`src/rtl/gpio_bank_pkg.sv`:
```
// Package: shared bit positions, event order and request bundle for the
// GPIO behaviour controller. Assumes 8-bit registers.
package gpio_bank_pkg;

    localparam int REG_W = 8;

    // Behaviour word bit positions
    localparam int B_IN    = 0;  // 1 = input
    localparam int B_POL   = 1;  // 1 = asserted high
    localparam int B_CF    = 2;  // cascade fault on assertion
    localparam int B_STAT  = 3;  // status (read) / clear (write 1, latch)
    localparam int B_LATCH = 4;  // 1 = sticky status
    localparam int B_INT   = 5;  // interrupt request
    localparam int B_ALARM = 6;  // alarm-speed request
    localparam int B_HOT   = 7;  // hot-plug-speed request

    // Event order in the event-select register and event input
    typedef enum int {
        EV_TEMP_HI = 0,
        EV_TEMP_LO = 1,
        EV_FAN     = 2,
        EV_TACH    = 3,
        EV_AIN_HI  = 4,
        EV_AIN_LO  = 5
    } evt_idx_e;

    typedef struct packed {
        logic cfault;
        logic irq;
        logic alarm;
        logic hotplug;
    } req_t;

endpackage

```
`src/rtl/gpio_sync.sv`:
```
// Module: two-flop synchroniser for a vector of asynchronous pin levels.
// Assumes each bit is independent; no bus coherence is implied.
module gpio_sync #(
    parameter int W = 6
) (
    input  logic         clk,
    input  logic         rst_n,
    input  logic [W-1:0] d,
    output logic [W-1:0] q
);

    logic [W-1:0] meta_q;
    logic [W-1:0] sync_q;

    // Purpose: two-stage capture of the pad levels
    always_ff @(posedge clk) begin
        if (!rst_n) begin
            meta_q <= '0;
            sync_q <= '0;
        end else begin
            meta_q <= d;
            sync_q <= meta_q;
        end
    end

    assign q = sync_q;

endmodule

```
`src/rtl/gpio_regmap.sv`:
```
// Module: register decode for the GPIO bank. Holds the pin-select register,
// produces per-pin write strobes and muxes read data.
// Assumes NPINS <= EVS_BASE - BEH_BASE so the two per-pin ranges never overlap.
module gpio_regmap #(
    parameter int NPINS    = 6,
    parameter int ADDR_W   = 4,
    parameter int EVT_W    = 6,
    parameter int SEL_ADDR = 0,
    parameter int BEH_BASE = 1,
    parameter int EVS_BASE = 8
) (
    input  logic                                       clk,
    input  logic                                       rst_n,
    input  logic                                       wr_en,
    input  logic [ADDR_W-1:0]                          wr_addr,
    input  logic [gpio_bank_pkg::REG_W-1:0]            wr_data,
    input  logic [ADDR_W-1:0]                          rd_addr,
    input  logic [NPINS-1:0][gpio_bank_pkg::REG_W-1:0] beh_rd,
    input  logic [NPINS-1:0][EVT_W-1:0]                evs_rd,
    output logic [NPINS-1:0]                           sel_q,
    output logic [NPINS-1:0]                           beh_we,
    output logic [NPINS-1:0]                           evs_we,
    output logic [gpio_bank_pkg::REG_W-1:0]            rd_data
);
    import gpio_bank_pkg::*;

    localparam int PAD_SEL = REG_W - NPINS;
    localparam int PAD_EVS = REG_W - EVT_W;

    // Purpose: pin-select register
    always_ff @(posedge clk) begin
        if (!rst_n) begin
            sel_q <= '0;
        end else if (wr_en && wr_addr == ADDR_W'(SEL_ADDR)) begin
            sel_q <= wr_data[NPINS-1:0];
        end
    end

    // Purpose: per-pin write strobes
    always_comb begin
        for (int i = 0; i < NPINS; i++) begin
            beh_we[i] = wr_en && (wr_addr == ADDR_W'(BEH_BASE + i));
            evs_we[i] = wr_en && (wr_addr == ADDR_W'(EVS_BASE + i));
        end
    end

    // Purpose: read mux, zero for unmapped addresses
    always_comb begin
        rd_data = '0;
        if (rd_addr == ADDR_W'(SEL_ADDR)) begin
            rd_data = {{PAD_SEL{1'b0}}, sel_q};
        end
        for (int i = 0; i < NPINS; i++) begin
            if (rd_addr == ADDR_W'(BEH_BASE + i)) begin
                rd_data = beh_rd[i];
            end
            if (rd_addr == ADDR_W'(EVS_BASE + i)) begin
                rd_data = {{PAD_EVS{1'b0}}, evs_rd[i]};
            end
        end
    end

endmodule

```
`src/rtl/gpio_pin_ctrl.sv`:
```
// Module: behaviour logic for one pin. It holds the behaviour word and the
// event-select mask, evaluates the synchronised input, keeps the
// follow/latch status and drives the output from the selected events.
// Assumes pin_sync is already synchronised to clk.
module gpio_pin_ctrl #(
    parameter int EVT_W = 6
) (
    input  logic                            clk,
    input  logic                            rst_n,
    input  logic                            sel,
    input  logic                            beh_we,
    input  logic                            evs_we,
    input  logic [gpio_bank_pkg::REG_W-1:0] wr_data,
    input  logic                            pin_sync,
    input  logic [EVT_W-1:0]                evt_i,
    output logic [gpio_bank_pkg::REG_W-1:0] beh_rd,
    output logic [EVT_W-1:0]                evs_rd,
    output logic                            drv_o,
    output logic                            oe_o,
    output gpio_bank_pkg::req_t             req_o,
    output logic                            asserted_o,
    output logic                            status_o,
    output logic                            latch_o,
    output logic                            in_mode_o,
    output logic                            pol_o,
    output logic                            clr_o,
    output logic                            hit_o
);
    import gpio_bank_pkg::*;

    logic [REG_W-1:0] cfg_q;
    logic [EVT_W-1:0] evs_q;
    logic             status_q;
    logic             status_d;
    logic             asserted;
    logic             clr;
    logic             hit;
    logic             drive_en;

    // Purpose: behaviour word storage (status slot is held separately)
    always_ff @(posedge clk) begin
        if (!rst_n) begin
            cfg_q <= '0;
        end else if (beh_we) begin
            cfg_q <= wr_data;
        end
    end

    // Purpose: event-select mask storage
    always_ff @(posedge clk) begin
        if (!rst_n) begin
            evs_q <= '0;
        end else if (evs_we) begin
            evs_q <= wr_data[EVT_W-1:0];
        end
    end

    // Purpose: input assertion after polarity, only for selected input pins
    always_comb begin
        asserted = sel && cfg_q[B_IN] && (cfg_q[B_POL] ? pin_sync : !pin_sync);
        clr      = beh_we && wr_data[B_STAT];
    end

    // Purpose: next status, follow or sticky with set over clear
    always_comb begin
        if (cfg_q[B_LATCH]) begin
            status_d = asserted || (status_q && !clr);
        end else begin
            status_d = asserted;
        end
    end

    // Purpose: status register
    always_ff @(posedge clk) begin
        if (!rst_n) begin
            status_q <= 1'b0;
        end else begin
            status_q <= status_d;
        end
    end

    // Purpose: output drive from the OR of gated events
    always_comb begin
        hit      = |(evs_q & evt_i);
        drive_en = sel && !cfg_q[B_IN];
        oe_o     = drive_en;
        drv_o    = drive_en && (cfg_q[B_POL] ? hit : !hit);
    end

    // Purpose: per-pin action requests
    always_comb begin
        req_o.cfault  = asserted && cfg_q[B_CF];
        req_o.irq     = asserted && cfg_q[B_INT];
        req_o.alarm   = asserted && cfg_q[B_ALARM];
        req_o.hotplug = asserted && cfg_q[B_HOT];
    end

    assign beh_rd     = {cfg_q[REG_W-1:B_STAT+1], status_q, cfg_q[B_STAT-1:0]};
    assign evs_rd     = evs_q;
    assign asserted_o = asserted;
    assign status_o   = status_q;
    assign latch_o    = cfg_q[B_LATCH];
    assign in_mode_o  = cfg_q[B_IN];
    assign pol_o      = cfg_q[B_POL];
    assign clr_o      = clr;
    assign hit_o      = hit;

endmodule

```
`src/rtl/gpio_bank_ctrl.sv`:
```
// Module: top of the GPIO behaviour controller. It wires the synchroniser,
// the register map and one behaviour slice per pin, then ORs the per-pin
// requests. Assumes the event flags are synchronous to clk.
module gpio_bank_ctrl #(
    parameter int NPINS  = 6,
    parameter int ADDR_W = 4,
    parameter int EVT_W  = 6
) (
    input  logic              clk,
    input  logic              rst_n,
    input  logic              wr_en,
    input  logic [ADDR_W-1:0] wr_addr,
    input  logic [7:0]        wr_data,
    input  logic [ADDR_W-1:0] rd_addr,
    output logic [7:0]        rd_data,
    input  logic [NPINS-1:0]  pin_i,
    output logic [NPINS-1:0]  pin_o,
    output logic [NPINS-1:0]  pin_oe_o,
    input  logic [EVT_W-1:0]  evt_i,
    output logic              cfault_req_o,
    output logic              int_req_o,
    output logic              alarm_req_o,
    output logic              hotplug_req_o
);
    import gpio_bank_pkg::*;

    logic [NPINS-1:0]            pin_sync;
    logic [NPINS-1:0]            gpio_sel_q;
    logic [NPINS-1:0]            beh_we;
    logic [NPINS-1:0]            evs_we;
    logic [NPINS-1:0][REG_W-1:0] beh_rd;
    logic [NPINS-1:0][EVT_W-1:0] evs_rd;
    req_t [NPINS-1:0]            pin_req;
    logic [NPINS-1:0]            asserted;
    logic [NPINS-1:0]            status;
    logic [NPINS-1:0]            latch_mode;
    logic [NPINS-1:0]            in_mode;
    logic [NPINS-1:0]            polarity;
    logic [NPINS-1:0]            status_clr;
    logic [NPINS-1:0]            evt_hit;

    gpio_sync #(.W(NPINS)) u_sync (
        .clk   (clk),
        .rst_n (rst_n),
        .d     (pin_i),
        .q     (pin_sync)
    );

    gpio_regmap #(
        .NPINS  (NPINS),
        .ADDR_W (ADDR_W),
        .EVT_W  (EVT_W)
    ) u_regmap (
        .clk     (clk),
        .rst_n   (rst_n),
        .wr_en   (wr_en),
        .wr_addr (wr_addr),
        .wr_data (wr_data),
        .rd_addr (rd_addr),
        .beh_rd  (beh_rd),
        .evs_rd  (evs_rd),
        .sel_q   (gpio_sel_q),
        .beh_we  (beh_we),
        .evs_we  (evs_we),
        .rd_data (rd_data)
    );

    for (genvar g = 0; g < NPINS; g++) begin : g_pin
        gpio_pin_ctrl #(.EVT_W(EVT_W)) u_pin (
            .clk        (clk),
            .rst_n      (rst_n),
            .sel        (gpio_sel_q[g]),
            .beh_we     (beh_we[g]),
            .evs_we     (evs_we[g]),
            .wr_data    (wr_data),
            .pin_sync   (pin_sync[g]),
            .evt_i      (evt_i),
            .beh_rd     (beh_rd[g]),
            .evs_rd     (evs_rd[g]),
            .drv_o      (pin_o[g]),
            .oe_o       (pin_oe_o[g]),
            .req_o      (pin_req[g]),
            .asserted_o (asserted[g]),
            .status_o   (status[g]),
            .latch_o    (latch_mode[g]),
            .in_mode_o  (in_mode[g]),
            .pol_o      (polarity[g]),
            .clr_o      (status_clr[g]),
            .hit_o      (evt_hit[g])
        );
    end

    // Purpose: merge per-pin requests into the bank-wide request lines
    always_comb begin
        cfault_req_o  = 1'b0;
        int_req_o     = 1'b0;
        alarm_req_o   = 1'b0;
        hotplug_req_o = 1'b0;
        for (int i = 0; i < NPINS; i++) begin
            cfault_req_o  = cfault_req_o  | pin_req[i].cfault;
            int_req_o     = int_req_o     | pin_req[i].irq;
            alarm_req_o   = alarm_req_o   | pin_req[i].alarm;
            hotplug_req_o = hotplug_req_o | pin_req[i].hotplug;
        end
    end

endmodule

```
`config.mk`:
```
export PLATFORM = sky130hd
export DESIGN_NAME = gpio_bank_ctrl
export DESIGN_NICKNAME = d
export VERILOG_FILES = /design/src/rtl/gpio_bank_pkg.sv /design/src/rtl/gpio_sync.sv /design/src/rtl/gpio_regmap.sv /design/src/rtl/gpio_pin_ctrl.sv /design/src/rtl/gpio_bank_ctrl.sv
export SDC_FILE = /design/constraint.sdc
export NUM_CORES = 1
export LEC_CHECK = 0
export ABC_AREA = 1
export BUFFER_PORTS_ARGS = -buffer_cell sky130_fd_sc_hd__buf_2
export CAP_MARGIN = 20
export CORE_MARGIN = 5
export CORE_UTILIZATION = 56
export DETAILED_ROUTE_END_ITERATION = 6
export PLACE_DENSITY = 0.77
export SLEW_MARGIN = 0
export SYNTH_ARGS = -nofsm -noshare
export SYNTH_HDL_FRONTEND = slang
export SYNTH_SLANG_ARGS = --single-unit
```
`constraint.sdc`:
```
create_clock -name clk -period 2.3 [get_ports clk]
set_clock_uncertainty 0.05 [all_clocks]
set_input_delay 0.46 -clock clk [delete_from_list [all_inputs] [get_ports clk]]
set_output_delay 0.46 -clock clk [all_outputs]
set_load 0.02 [all_outputs]
```
## Word-level counts from Yosys, hierarchy flattened

Cells that the tools add are included.

| storage, ports and cells | value |
|---|---|
| flip-flop bits (word level) | 108 |
| bits of input ports | 31 |
| output and inout port bits | 24 |
| word-level logic and storage cells | 213 |

| cells by class | value |
|---|---|
| eq/ne operators | 24 |
| muxes and demuxes | 31 |
| bitwise logic cells | 26 |
| reduce and logical (&&, ||, !) cells | 111 |

Operator list:

| kind | number |
|---|---|
| 8-bit two-way mux | 12 |
| 1-bit logical AND | 73 |
| 4-bit equality test, second input constant | 12 |
| 6-bit AND | 6 |
| 6-bit OR reduction | 6 |
| 4-bit by 3-bit equality test with 1-bit output, second input constant | 6 |
| 1-bit zero test | 24 |
| 1-bit bitwise OR | 20 |
| 1-bit two-way mux | 18 |
| 4-bit by 2-bit equality test with 1-bit output, second input constant | 4 |
| 4-bit by 1-bit equality test with 1-bit output, second input constant | 2 |
| 4-bit zero test | 2 |
| 1-bit logical OR | 6 |
| 6-bit two-way mux | 1 |

## Longest topological paths before layout

Gate-level depths: netlist of run 1.

| logic depth | value |
|---|---|
| depth after elaboration | 14 |
| gate-level depth with buffers | 10 |
| depth with buffers taken out | 10 |

## Hierarchy

Synthesis of run 1 repeated with hierarchy kept, for this count alone.

| second synthesis, totals | value |
|---|---|
| cell total of the unflattened synthesis | 861 |
| area total of the unflattened synthesis | 5471.5 um^2 |

Modules (own cells, without submodules):

| module | instances | cells an instance | area each (um^2) | sequential area each (um^2) |
|---|---|---|---|---|
| gpio_pin_ctrl | 6 | 90 | 633.1 | 280.3 |
| gpio_regmap | 1 | 268 | 1266.2 | 120.1 |
| gpio_sync | 1 | 37 | 341.6 | 240.2 |
| gpio_bank_ctrl | 1 | 16 | 65.1 | 0.0 |

## Least setup slack after synthesis of run 1

OpenSTA, ideal clock, no wires.

| timing path | value |
|---|---|
| kind | input-to-output |
| from | in rd_addr[2] |
| to | out rd_data[7] |
| arrival time | 1.437 ns |
| required time | 1.790 ns |
| path slack | 0.353 ns |
| stages on the path | 10 |
| path buffers | 1 |
| path through | nor2_1 -> buf_4 -> inv_1 -> nor2_1 -> nand2_1 -> nand2_1 -> o21ai_0 -> nand2_1 -> o21ai_0 -> o2111ai_1 |

| between the ends | value |
|---|---|
| cells in the longest elaborated chain, start to end | 13 |
| elaborated cells between the ends (all ways) | 24 |
| classes of those cells | eq/ne (12); mux (12) |

RTL lines:

| item | RTL line | RTL |
|---|---|---|
| from (decl) | gpio_bank_ctrl.sv:14 | `input logic [ADDR_W-1:0] rd_addr,` |
| 4-bit by 1-bit equality test with 1-bit output | gpio_regmap.sv:54 | `if (rd_addr == ADDR_W'(BEH_BASE + i)) begin` |
| 8-bit two-way mux | gpio_regmap.sv:54 |  |
| 8-bit two-way mux | gpio_regmap.sv:57 | `if (rd_addr == ADDR_W'(EVS_BASE + i)) begin` |
| 8-bit two-way mux | gpio_regmap.sv:54 |  |
| 8-bit two-way mux | gpio_regmap.sv:57 |  |
| 8-bit two-way mux | gpio_regmap.sv:54 |  |
| 8-bit two-way mux | gpio_regmap.sv:57 |  |
| 8-bit two-way mux | gpio_regmap.sv:54 |  |
| 8-bit two-way mux | gpio_regmap.sv:57 |  |
| 8-bit two-way mux | gpio_regmap.sv:54 |  |
| 8-bit two-way mux | gpio_regmap.sv:57 |  |
| 8-bit two-way mux | gpio_regmap.sv:54 |  |
| 8-bit two-way mux (*) | gpio_regmap.sv:57 |  |
| to (decl) | gpio_bank_ctrl.sv:15 | `output logic [7:0] rd_data,` |

Every way passes the cells marked *; elsewhere a longest branch is shown, timed or not.

## Worst setup path after layout of run 1

| timing path | value |
|---|---|
| from | in rd_addr[2] |
| to | out rd_data[0] |

| between the ends | value |
|---|---|
| cells in the longest elaborated chain, start to end | 14 |
| elaborated cells between the ends (all ways) | 26 |
| classes of those cells | eq/ne (12); mux (13); reduce/logical (1) |

RTL lines:

| item | RTL line | RTL |
|---|---|---|
| 4-bit zero test | gpio_regmap.sv:50 | `if (rd_addr == ADDR_W'(SEL_ADDR)) begin` |
| 6-bit two-way mux | gpio_regmap.sv:50 |  |
| 8-bit two-way mux | gpio_regmap.sv:54 |  |
| 8-bit two-way mux | gpio_regmap.sv:57 |  |
| 8-bit two-way mux | gpio_regmap.sv:54 |  |
| 8-bit two-way mux | gpio_regmap.sv:57 |  |
| 8-bit two-way mux | gpio_regmap.sv:54 |  |
| 8-bit two-way mux | gpio_regmap.sv:57 |  |
| 8-bit two-way mux | gpio_regmap.sv:54 |  |
| 8-bit two-way mux | gpio_regmap.sv:57 |  |
| 8-bit two-way mux | gpio_regmap.sv:54 |  |
| 8-bit two-way mux | gpio_regmap.sv:57 |  |
| 8-bit two-way mux | gpio_regmap.sv:54 |  |
| 8-bit two-way mux (*) | gpio_regmap.sv:57 |  |

Marked as above.

==> results of run 1 <==
-- how the worst max path moves through the flow --
stage                           from         end  cells after the start
after floorplan           rd_addr[2]  rd_data[7]                     10
after global placement    rd_addr[2]  rd_data[0]                     13
after detailed placement  rd_addr[2]  rd_data[0]                     13
after CTS                 rd_addr[2]  rd_data[0]                     13
after global routing      rd_addr[0]  rd_data[5]                     10
final                     rd_addr[2]  rd_data[0]                     13
-- per-stage QoR --
stage | hold WS (ns) | power [W]
2_1_floorplan | 0.3405 | 0.002069
3_3_place_gp | 0.3462 | 0.002208
3_5_place_dp | 0.3479 | 0.002214
4_1_cts | 0.1980 | 0.003278
5_1_grt | 0.2033 | 0.003405
6_report | 0.2085 | 0.003285
-- layer usage --
layer	wire length, µm	global-route usage [%]	part of all wire [%]	vias up
li1	-	-	-	2583
met1	6660	39.14	42	2342
met2	7200	43.71	45	296
met3	1610	6.145	10	47
met4	494	11.75	3.1	0
met5	0	0	0	-
-- worst max-delay path: stages --
cell and delay [ns]:
buf_2 0.14, inv_1 0.09, nor2_1 0.06, buf_4 0.15
nand2_2 0.11, nand2_1 0.08, nor2_1 0.11, nand4_1 0.13
nand2_1 0.09, nand4_1 0.10, nand2_1 0.08, inv_1 0.03
buf_2 0.14
-- power by group through the flow --
| stage | Combinational (W) | Clock [W] | Sequential (W) |
|---|---|---|---|
| 6_report | 0.000355 | 0.00109 | 0.00184 |
| 5_1_grt | 0.000389 | 0.00117 | 0.00184 |
| 4_1_cts | 0.000338 | 0.00110 | 0.00184 |
| 3_5_place_dp | 0.000338 | 0 | 0.00188 |
| 3_3_place_gp | 0.000332 | 0 | 0.00188 |
| 2_1_floorplan | 0.000205 | 0 | 0.00186 |
-- placed cells by master (no fill, tap or decap), types with 2 or more instances in the layout --
master	n
nor3_1	4
clkinvlp_4	2
nor2_1	130
inv_2	7
a21oi_1	69
buf_2	54
o22ai_1	9
nor3_2	2
dfxtp_1	97
a221oi_2	2
buf_4	26
dfxtp_2	5
nand2_2	5
o2111ai_1	4
nor2_2	5
nand4_1	16
nand2_1	132
o21ai_0	97
clkbuf_8	9
nand3_1	32
inv_1	101
inv_6	2
a31oi_1	4
-- synthesized netlist by cell type, drive strengths merged, types with 4 or more instances --
library cell  count  area [µm²]
nand2           137       514.2
nor2            136       515.5
inv             108       405.4
dfxtp           102        2042
o21ai            99       495.5
a21oi            69       345.3
nand3            33       165.2
clkbuf           19       71.32
buf              16       118.9
nand4            16       100.1
o22ai             9       56.30
nor3              6       35.03
a31oi             4       25.02
o2111ai           4       35.03
-- layout make-up --
type	instances	area (µm²)
clock buffer	9	123.9
multi-input combinational	521	2409
timing repair buffer	81	485.5
sequential	102	2048
fill	811	3053
clock inverter	6	52.55
tap	108	135.1
inverter	110	414.1
-- cell families after synthesis --
| logic type | after synthesis |
|---|---|
| simple gates | 330 |
| compound gates | 190 |
| buf+inv | 145 |
| flops | 102 |
| xor+xnor | 1 |
-- registers in the layout (all words and copies together) (netlist names) --
register and cells:
g_pin.u_pin.cfg_q 42, g_pin.u_pin.evs_rd 36, g_pin.u_pin.status_o 6, u_regmap.sel_q 6
u_sync.meta_q 6, u_sync.q 6
-- repair_timing --
action	4_1_cts	5_1_grt
endpoints found under the setup margin	3	14
gates resized for setup	0	27
setup buffers	1	3
pin swaps	1	6
==> metrics.txt, run 1 <==
status=completed; CP required=1.79 ns; combinational fraction of design power=10.8%; H-tree depth=3; setup TNS=0 ns; syn_nets=799; syn_area_per_cell=6.505 µm²; drt first pass iters=5; reg2reg setup slack=1.23 ns; WHS Path Cells=3; largest family of logic cells by synthesized area=simple AND/OR/NAND/NOR gates; Seq/Total Area, Yosys=40.87%; DP HPWL=11810 µm; share of layout cells above drive strength 1=15.44%; Placed Instances=918; Pleak=2.563 nW; relative max-transition margin=68.19%; DIE WIDTH=104.5 µm; reg2reg end=g_pin[2].u_pin.status_o$_SDFF_PN0_; Crit Path Max Fanout=6; DRC viols=0; pre-CTS WS=0.006172 ns; total grt overflow=0; Peak VDD IR=482.1 µV; net switching power=0.0009610 W; worst-skew pair later-pin latency=0.37 ns; initial core utilization=57.29%; TritonCTS buffer count=9; design area=0.005668 mm²; largest net degree at the start of global routing=98; Post-Synth XOR/XNOR Area=0.1753%; CTS clock-pin slew for the worst setup and hold paths=0.11 ns; Cell Area, Synth=0.004996 mm²; Setup crit end kind=output pin; Arr. time, crit path=1.76 ns; Internal=0.002324 W; Hold Crit Start=pin_i[0]; pwr dens=579.6 mW/mm²; core region area=0.008721 mm²; Startpoint Class=primary input; Ys Warns=0; Mapped Cells=768; io pins=55; Initial DRC Count=413; sequential power share=56.0%; count of flip-flops with a built-in enable after synthesis=0; Final Cycle Share=98.62%; Sw Share=29.25%; Hold Fails Final Rpt=0; synth unique cells=28; unrepaired setup endpoints after global routing=yes; simple-gate share of the synthesized area=26.87%; Worst Hold End=u_sync.meta_q[0]$_SDFF_PN0_; Max Slew Vio Count=0; CTS tree=done; cts hold-fix bufs=0; Clock Power Share=33.2%; fmax=440.9 MHz; worst reg2reg startpoint=g_pin[2].u_pin.cfg_q[1]$_SDFFE_PN0P_; Crit Path Category=in -> out; antenna cells=0; Tightest Hold Check Type=in -> reg; post-synthesis mux area share=0%; drt wl/cell=17.04 µm; root buf cell=clkbuf_8; fin nets=856; total global-route track usage=28.63%; GPL Wtd Cong=1.016; Vias/cell=5.622; Yosys reg bits=102; max_cap viols=0; vias in the first global route=4781; Post-synth top flop=dfxtp_1; Detail Route Antenna Nets=0; Die Height=104.5 µm; R2R cell count=5; WL final=15970 µm; area grow syn2layout=13.45%; PortBufs=54; final core utilization=64.99%; endpoints failing setup=0; fin cells=937; setup ws final=0.03167 ns; initial antenna violation count=0; row cnt=34; clk sink count=102; Post-Synth Adder-Cell Area=0%; Slew @ Worst Pin=0.4757 ns; FFs w/ async S/R, synth=0%; placed inst area=0.005396 mm²; Via Count=5268; min Tclk post-route=2.268 ns; global-route wire length before repair=24980 µm; Max Buffers Root-to-Sink=2; Die ar.=0.01091 mm²; post-synthesis compound-gate area fraction=19.98%
Power figures use the tool's default switching activity.
==> run 2, diff against run 1 <==
Settings changed: ABC_AREA 1 to unset, PLACE_DENSITY 0.77 to 0.76.
==> metrics.txt, run 2 <==
Hold Crit Start=pin_i[4]; pre-CTS WS=-0.2624 ns (-0.2686 ns); commonest non-fill, non-tap cell in the layout=dfxtp_1; Arr. time, crit path=1.85 ns (+0.09 ns); syn_nets=641 (-20%); row cnt=36 (+5.9%); drt first pass iters=6 (+1); max reg flops=42 (unchanged); root buf cell=clkbuf_8; Tot Pwr=0.003365 W (+2.4%); WHS Path Cells=2 (-1); total grt overflow=0 (unchanged); top cells by count, synth=dfxtp_1, nor2b_1, mux2i_1; Crit Path Max Fanout=6 (unchanged); Max Buffers Root-to-Sink=2 (unchanged); H-tree depth=3 (unchanged); Final Cycle Share=102.5% (+3.9 points); global-route wire length before repair=26920 µm (+7.8%); drt wl/cell=21.14 µm (+24%); Crit Path Category=in -> out; count leader, synth=dfxtp_1; vias in the first global route=4815 (+0.71%); Max Slew Vio Count=0 (unchanged); largest net degree at the start of global routing=103 (+5.1%); GRT Max-Usage Layer=met2; synth unique cells=55 (+96%); worst-skew pair later-pin latency=0.40 ns (+0.03 ns); DIE WIDTH=108.8 µm (+4.1%); relative max-transition margin=67.26% (-0.93 points); CTS clock-pin slew for the worst setup and hold paths=0.10 ns (about the same); fin nets=715 (-16%); Detail Route Antenna Nets=0 (unchanged); antenna cells=0 (unchanged); Startpoint Class=primary input; Most flops, register=g_pin.u_pin.cfg_q; setup ws final=-0.05787 ns (-0.08953 ns); Cell Area, Synth=0.005461 mm² (+9.3%); Pleak=2.533 nW (-1.2%); Tightest Hold Check Type=in -> reg; Vias/cell=6.050 (+7.6%); CTS tree=done; core region area=0.009639 mm² (+11%); PortBufs=54 (unchanged); Die ar.=0.01183 mm² (+8.4%); setup TNS=-0.2026 ns (-0.2026 ns); count of flip-flops with a built-in enable after synthesis=0 (unchanged); share of layout cells above drive strength 1=25.54% (+10 points); failing checks=negative setup slack; reg2reg setup slack=1.13 ns (-0.10 ns); fillcell total=833 (+2.7%); Slew @ Worst Pin=0.4860 ns (+0.01026 ns); FFs w/ async S/R, synth=0% (unchanged); Worst Hold End=u_sync.meta_q[4]$_SDFF_PN0_; DRC viols=0 (unchanged); io pins=55 (unchanged); share of the synthesized area in the top cell type=37.39% (-3.5 points); initial core utilization=56.66% (-0.63 points); Seq/Total Area, Yosys=37.39% (-3.5 points); reg2reg end=g_pin[5].u_pin.status_o$_SDFF_PN0_; most frequent cells in the layout=dfxtp_1, nor2b_1, mux2i_1; GPL Wtd Cong=1.081 (+6.4%); met1 Use GR=41.46% (+2.3 points); Mapped Cells=610 (-21%); WL final=17380 µm (+8.8%); CP required=1.79 ns (about the same); Post-synth top flop=dfxtp_1; Yosys top cell by area=dfxtp_1; TritonCTS buffer count=9 (unchanged); DP HPWL=12570 µm (+6.4%); Hold Fails Final Rpt=0 (unchanged); Via Count=4973 (-5.6%); GR Util met2=47.71% (+4.0 points); Setup crit end kind=output pin; leading post-synthesis cells by cell area=dfxtp_1, mux2i_1, nor2b_1; fmax=424.1 MHz (-3.8%); pwr dens=516.9 mW/mm² (-11%); syn_area_per_cell=8.953 µm² (+38%); Initial DRC Count=442 (+7.0%); max_cap viols=0 (unchanged); Die Height=108.8 µm (+4.1%); worst reg2reg startpoint=g_pin[5].u_pin.cfg_q[1]$_SDFFE_PN0P_; Ys Warns=0 (unchanged); Peak VDD IR=455.5 µV (-5.5%); Hold WS=0.2080 ns (-0.0004840 ns); global routing met3 resource utilization=5.743% (-0.40 points); min Tclk post-route=2.358 ns (+0.08953 ns); cts hold-fix bufs=0 (unchanged); status=complete, but fails checks; endpoints failing setup=5 (+5); unrepaired setup endpoints after global routing=yes; initial antenna violation count=0 (unchanged); R2R cell count=3 (-2); Yosys reg bits=102 (unchanged); area grow syn2layout=19.20%; total global-route track usage=30.55% (+1.9 points); clk sink count=102 (unchanged)
run 2: cell types whose count changed after synthesis, sizes merged, moves of 21 or more:
cell | before | now
a21boi | 0 | 21
a21oi | 69 | 17
a22oi | 1 | 38
inv | 108 | 8
mux2i | 0 | 66
nand2 | 137 | 59
nand3 | 33 | 11
nor2 | 136 | 17
nor2b | 0 | 71
o21ai | 99 | 26
run 2: stage by stage:
step           instance area [µm²]  util [%]  std cells
5_1_grt                       6510     67.54        822
4_1_cts                       6412     66.52        816
3_5_place_dp                  6020     62.45        795
2_1_floorplan                 5461         -        610
6_report                      6510     67.54        822
3_3_place_gp                  6020     62.45        795
run 2: cells by family (layout without fill, tap and decap cells):
kind of cell / Yosys count / after routing / share of synthesized area [%]
flip-flops: 102 / 102 / 37.39
XOR/XNOR: 13 / 13 / 2.085
buffers and inverters: 59 / 138 / 5.704
multiplexers: 70 / 70 / 12.92
AO/OA/AOI/OAI: 149 / 149 / 18.99
AND/OR/NAND/NOR: 217 / 217 / 22.91
run 2: how the worst max path moves through the flow:
stage	start	to	cells after the start
floorplan	rd_addr[0]	rd_data[6]	5
global placement	rd_addr[0]	rd_data[1]	8
detailed placement	rd_addr[0]	rd_data[1]	8
CTS	rd_addr[0]	rd_data[1]	8
global route	rd_addr[2]	rd_data[0]	7
finish	rd_addr[1]	rd_data[0]	8
run 2: report_power, final:
group	total (W)	switching (W)	leakage (nW)	internal (W)
clock network	0.00105	0.000648	0.0846	0.000401
registers	0.00182	0.0000250	0.830	0.00179
logic	0.000499	0.000271	1.62	0.000228
total	0.00337	0.000944	2.53	0.00242
run 2: timing repair:
item | in CTS | in global routing
endpoints found under the setup margin | 8 | 9
resized for setup | 47 | 20
setup buffers | 3 | 6
pin swaps | 15 | 10
gates cloned | 2 | 0
run 2: critical path, stage by stage:
cell and delay [ns]:
buf_12 0.12, buf_6 0.11, and4bb_1 0.19, a222oi_1 0.33
inv_1 0.09, a31oi_1 0.19, o21ai_1 0.16, buf_4 0.19
run 2: layout make-up:
cell class	instances	area [µm²]	share of cell area, %
Inverter	9	35.03	0.5382
Timing Repair Buffer	113	878.3	13.49
Clock inverter	6	45.04	0.6919
Sequential cell	102	2056	31.58
Clock buffer	10	127.6	1.960
Multi-Input combinational cell	449	3202	49.18
Tap cell	133	166.4	2.556
run 2: per-layer routing:
layer,share of wire [%],vias to the layer above,routed length (µm)
met2,45,232,7861
met1,44,2396,7659
met3,7.3,38,1269
met5,0,-,0
met4,3.4,0,586
li1,-,2307,-
==> run 3, diff against run 2 <==
Settings changed: CORE_UTILIZATION 56 to 25, MAX_ROUTING_LAYER set to met4, PLACE_DENSITY 0.76 to unset, SETUP_SLACK_MARGIN set to 0.05.
==> metrics.txt, run 3 (synthesis results as in run 2) <==
status=complete, but fails checks; failing checks=negative setup slack; Vias/cell=4.913 (-19%); worst-skew pair later-pin latency=0.36 ns (-0.04 ns); Hold Crit Start=pin_i[5]; unrepaired setup endpoints after global routing=yes; CP required=1.79 ns (about the same); max_cap viols=0 (unchanged); R2R cell count=3 (unchanged); cts hold-fix bufs=0 (unchanged); share of layout cells above drive strength 1=28.41% (+2.9 points); Startpoint Class=primary input; most frequent cells in the layout=dfxtp_1, nor2b_1, mux2i_1; Crit Path Category=in -> out; CTS tree=done; clk sink count=102 (unchanged); Tightest Hold Check Type=in -> reg; Placed Instances=948 (+19%); Peak VDD IR=336.4 µV (-26%); row cnt=54 (+50%); largest net degree at the start of global routing=103 (unchanged); Final Cycle Share=102.4% (-0.11 points); WHS Path Cells=2 (unchanged); io pins=55 (unchanged); GR Util met2=23.55% (-24 points); Max Slew Vio Count=0 (unchanged); drt wl/cell=18.69 µm (-12%); vias in the first global route=4610 (-4.3%); reg2reg end=g_pin[2].u_pin.status_o$_SDFF_PN0_; Hold Fails Final Rpt=0 (unchanged); drt first pass iters=7 (+1); core region area=0.02169 mm² (+130%); Sequential Area=0.002056 mm² (unchanged); fin nets=716 (+0.14%); Multi-input gate area=0.003283 mm² (+2.5%); antenna cells=0 (unchanged); initial antenna violation count=0 (unchanged); pwr dens=555.5 mW/mm² (+7.5%); CTS clock-pin slew for the worst setup and hold paths=0.07 ns (-0.03 ns); TritonCTS buffer count=9 (unchanged); Initial DRC Count=452 (+2.3%); DP HPWL=13580 µm (+8.1%); placed inst area=0.006236 mm² (+3.6%); Via Count=4766 (-4.2%); pre-CTS WS=-0.2466 ns (+0.01581 ns); WL final=18130 µm (+4.3%); met1 Use GR=20.09% (-21 points); Die ar.=0.02490 mm² (+110%); max reg flops=42 (unchanged); GPL Wtd Cong=0.9499 (-12%); GRT Max-Usage Layer=met2; endpoints failing setup=5 (unchanged); Most flops, register=g_pin.u_pin.cfg_q; Pleak=2.622 nW (+3.5%); fmax=424.6 MHz (+0.10%); Die Height=157.8 µm (+45%); global routing met3 resource utilization=2.433% (-3.3 points); DRC viols=0 (unchanged); Slew @ Worst Pin=0.4573 ns (-0.02872 ns); H-tree depth=3 (unchanged); PortBufs=54 (unchanged); setup ws final=-0.05544 ns (+0.002433 ns); Worst Hold End=u_sync.meta_q[5]$_SDFF_PN0_; Max Buffers Root-to-Sink=2 (unchanged); fillcell total=2243 (+170%); total global-route track usage=14.94% (-16 points); area grow syn2layout=26.30%; Hold WS=0.2580 ns (+0.05006 ns); global-route wire length before repair=27700 µm (+2.9%); root buf cell=clkbuf_16; worst reg2reg startpoint=g_pin[2].u_pin.cfg_q[1]$_SDFFE_PN0P_; Arr. time, crit path=1.85 ns (about the same); final core utilization=31.80% (-36 points); total grt overflow=0 (unchanged); fin cells=970 (+18%); relative max-transition margin=69.48% (+2.2 points); initial core utilization=25.18% (-31 points); design area=0.006898 mm² (+6.0%); Crit Path Max Fanout=11 (+5); Setup crit end kind=output pin; commonest non-fill, non-tap cell in the layout=dfxtp_1; reg2reg setup slack=1.16 ns (+0.03 ns); DIE WIDTH=157.8 µm (+45%); Detail Route Antenna Nets=0 (unchanged); min Tclk post-route=2.355 ns (-0.002433 ns)
-- run 3: cell count changes in the layout (fill, tap and decap cells not counted), sizes merged --
cell,change
inv,+1
buf,+1
clkinv,-1
-- run 3: metal layers --
layer  up-vias  wire, µm
li1       2310         -
met5         -         0
met4         0       332
met3        18       794
met2       134      8358
met1      2304      8646
-- run 3: how the worst max path moves through the flow --
stage,to,start,slack (ns)
after floorplan,rd_data[6],rd_addr[0],0.11
after global placement,rd_data[4],rd_addr[3],-0.29
after detailed placement,rd_data[4],rd_addr[3],-0.25
after CTS,rd_data[1],rd_addr[1],-0.04
after global routing,rd_data[4],rd_addr[1],-0.12
final,rd_data[1],rd_addr[0],-0.06
-- run 3: repair_timing --
| item | CTS | global route |
|---|---|---|
| pin swaps | 20 | 13 |
| gates resized for setup | 67 | 26 |
| cloned | 1 | 0 |
| hold endpoints to repair | 0 | 0 |
| setup endpoints to repair | 12 | 15 |
| buffers inserted | 6 | 1 |
-- run 3: layout make-up --
cell class	instances	area share [%]
well taps	280	5.079
multi-input cells	449	47.60
flip-flops and latches	102	29.80
clock buffers	10	3.465
inverters	9	0.5079
repair buffers	114	12.79
clock inverters	6	0.7618
-- run 3: power by group --
group,switching [W],internal (W),total [W]
registers,0.0000256,0.00179,0.00182
clock network,0.000732,0.000782,0.00151
logic,0.000270,0.000230,0.000499
-- run 3: worst max-delay path, stage by stage --
cell      delay [ns]
buf_12          0.12
buf_6           0.12
nand3b_1        0.15
a21o_1          0.18
a221o_1         0.34
a32o_2          0.27
nand2_2         0.08
buf_6           0.11
-- run 3: metrics by stage --
| stage | setup TNS, ns | total power (W) |
|---|---|---|
| after floorplan | 0 | 0.002101 |
| after global placement | -1.557 | 0.002294 |
| after detailed placement | -1.472 | 0.002294 |
| after CTS | -0.1531 | 0.003846 |
| after global routing | -0.4744 | 0.003985 |
| final | -0.1971 | 0.003832 |
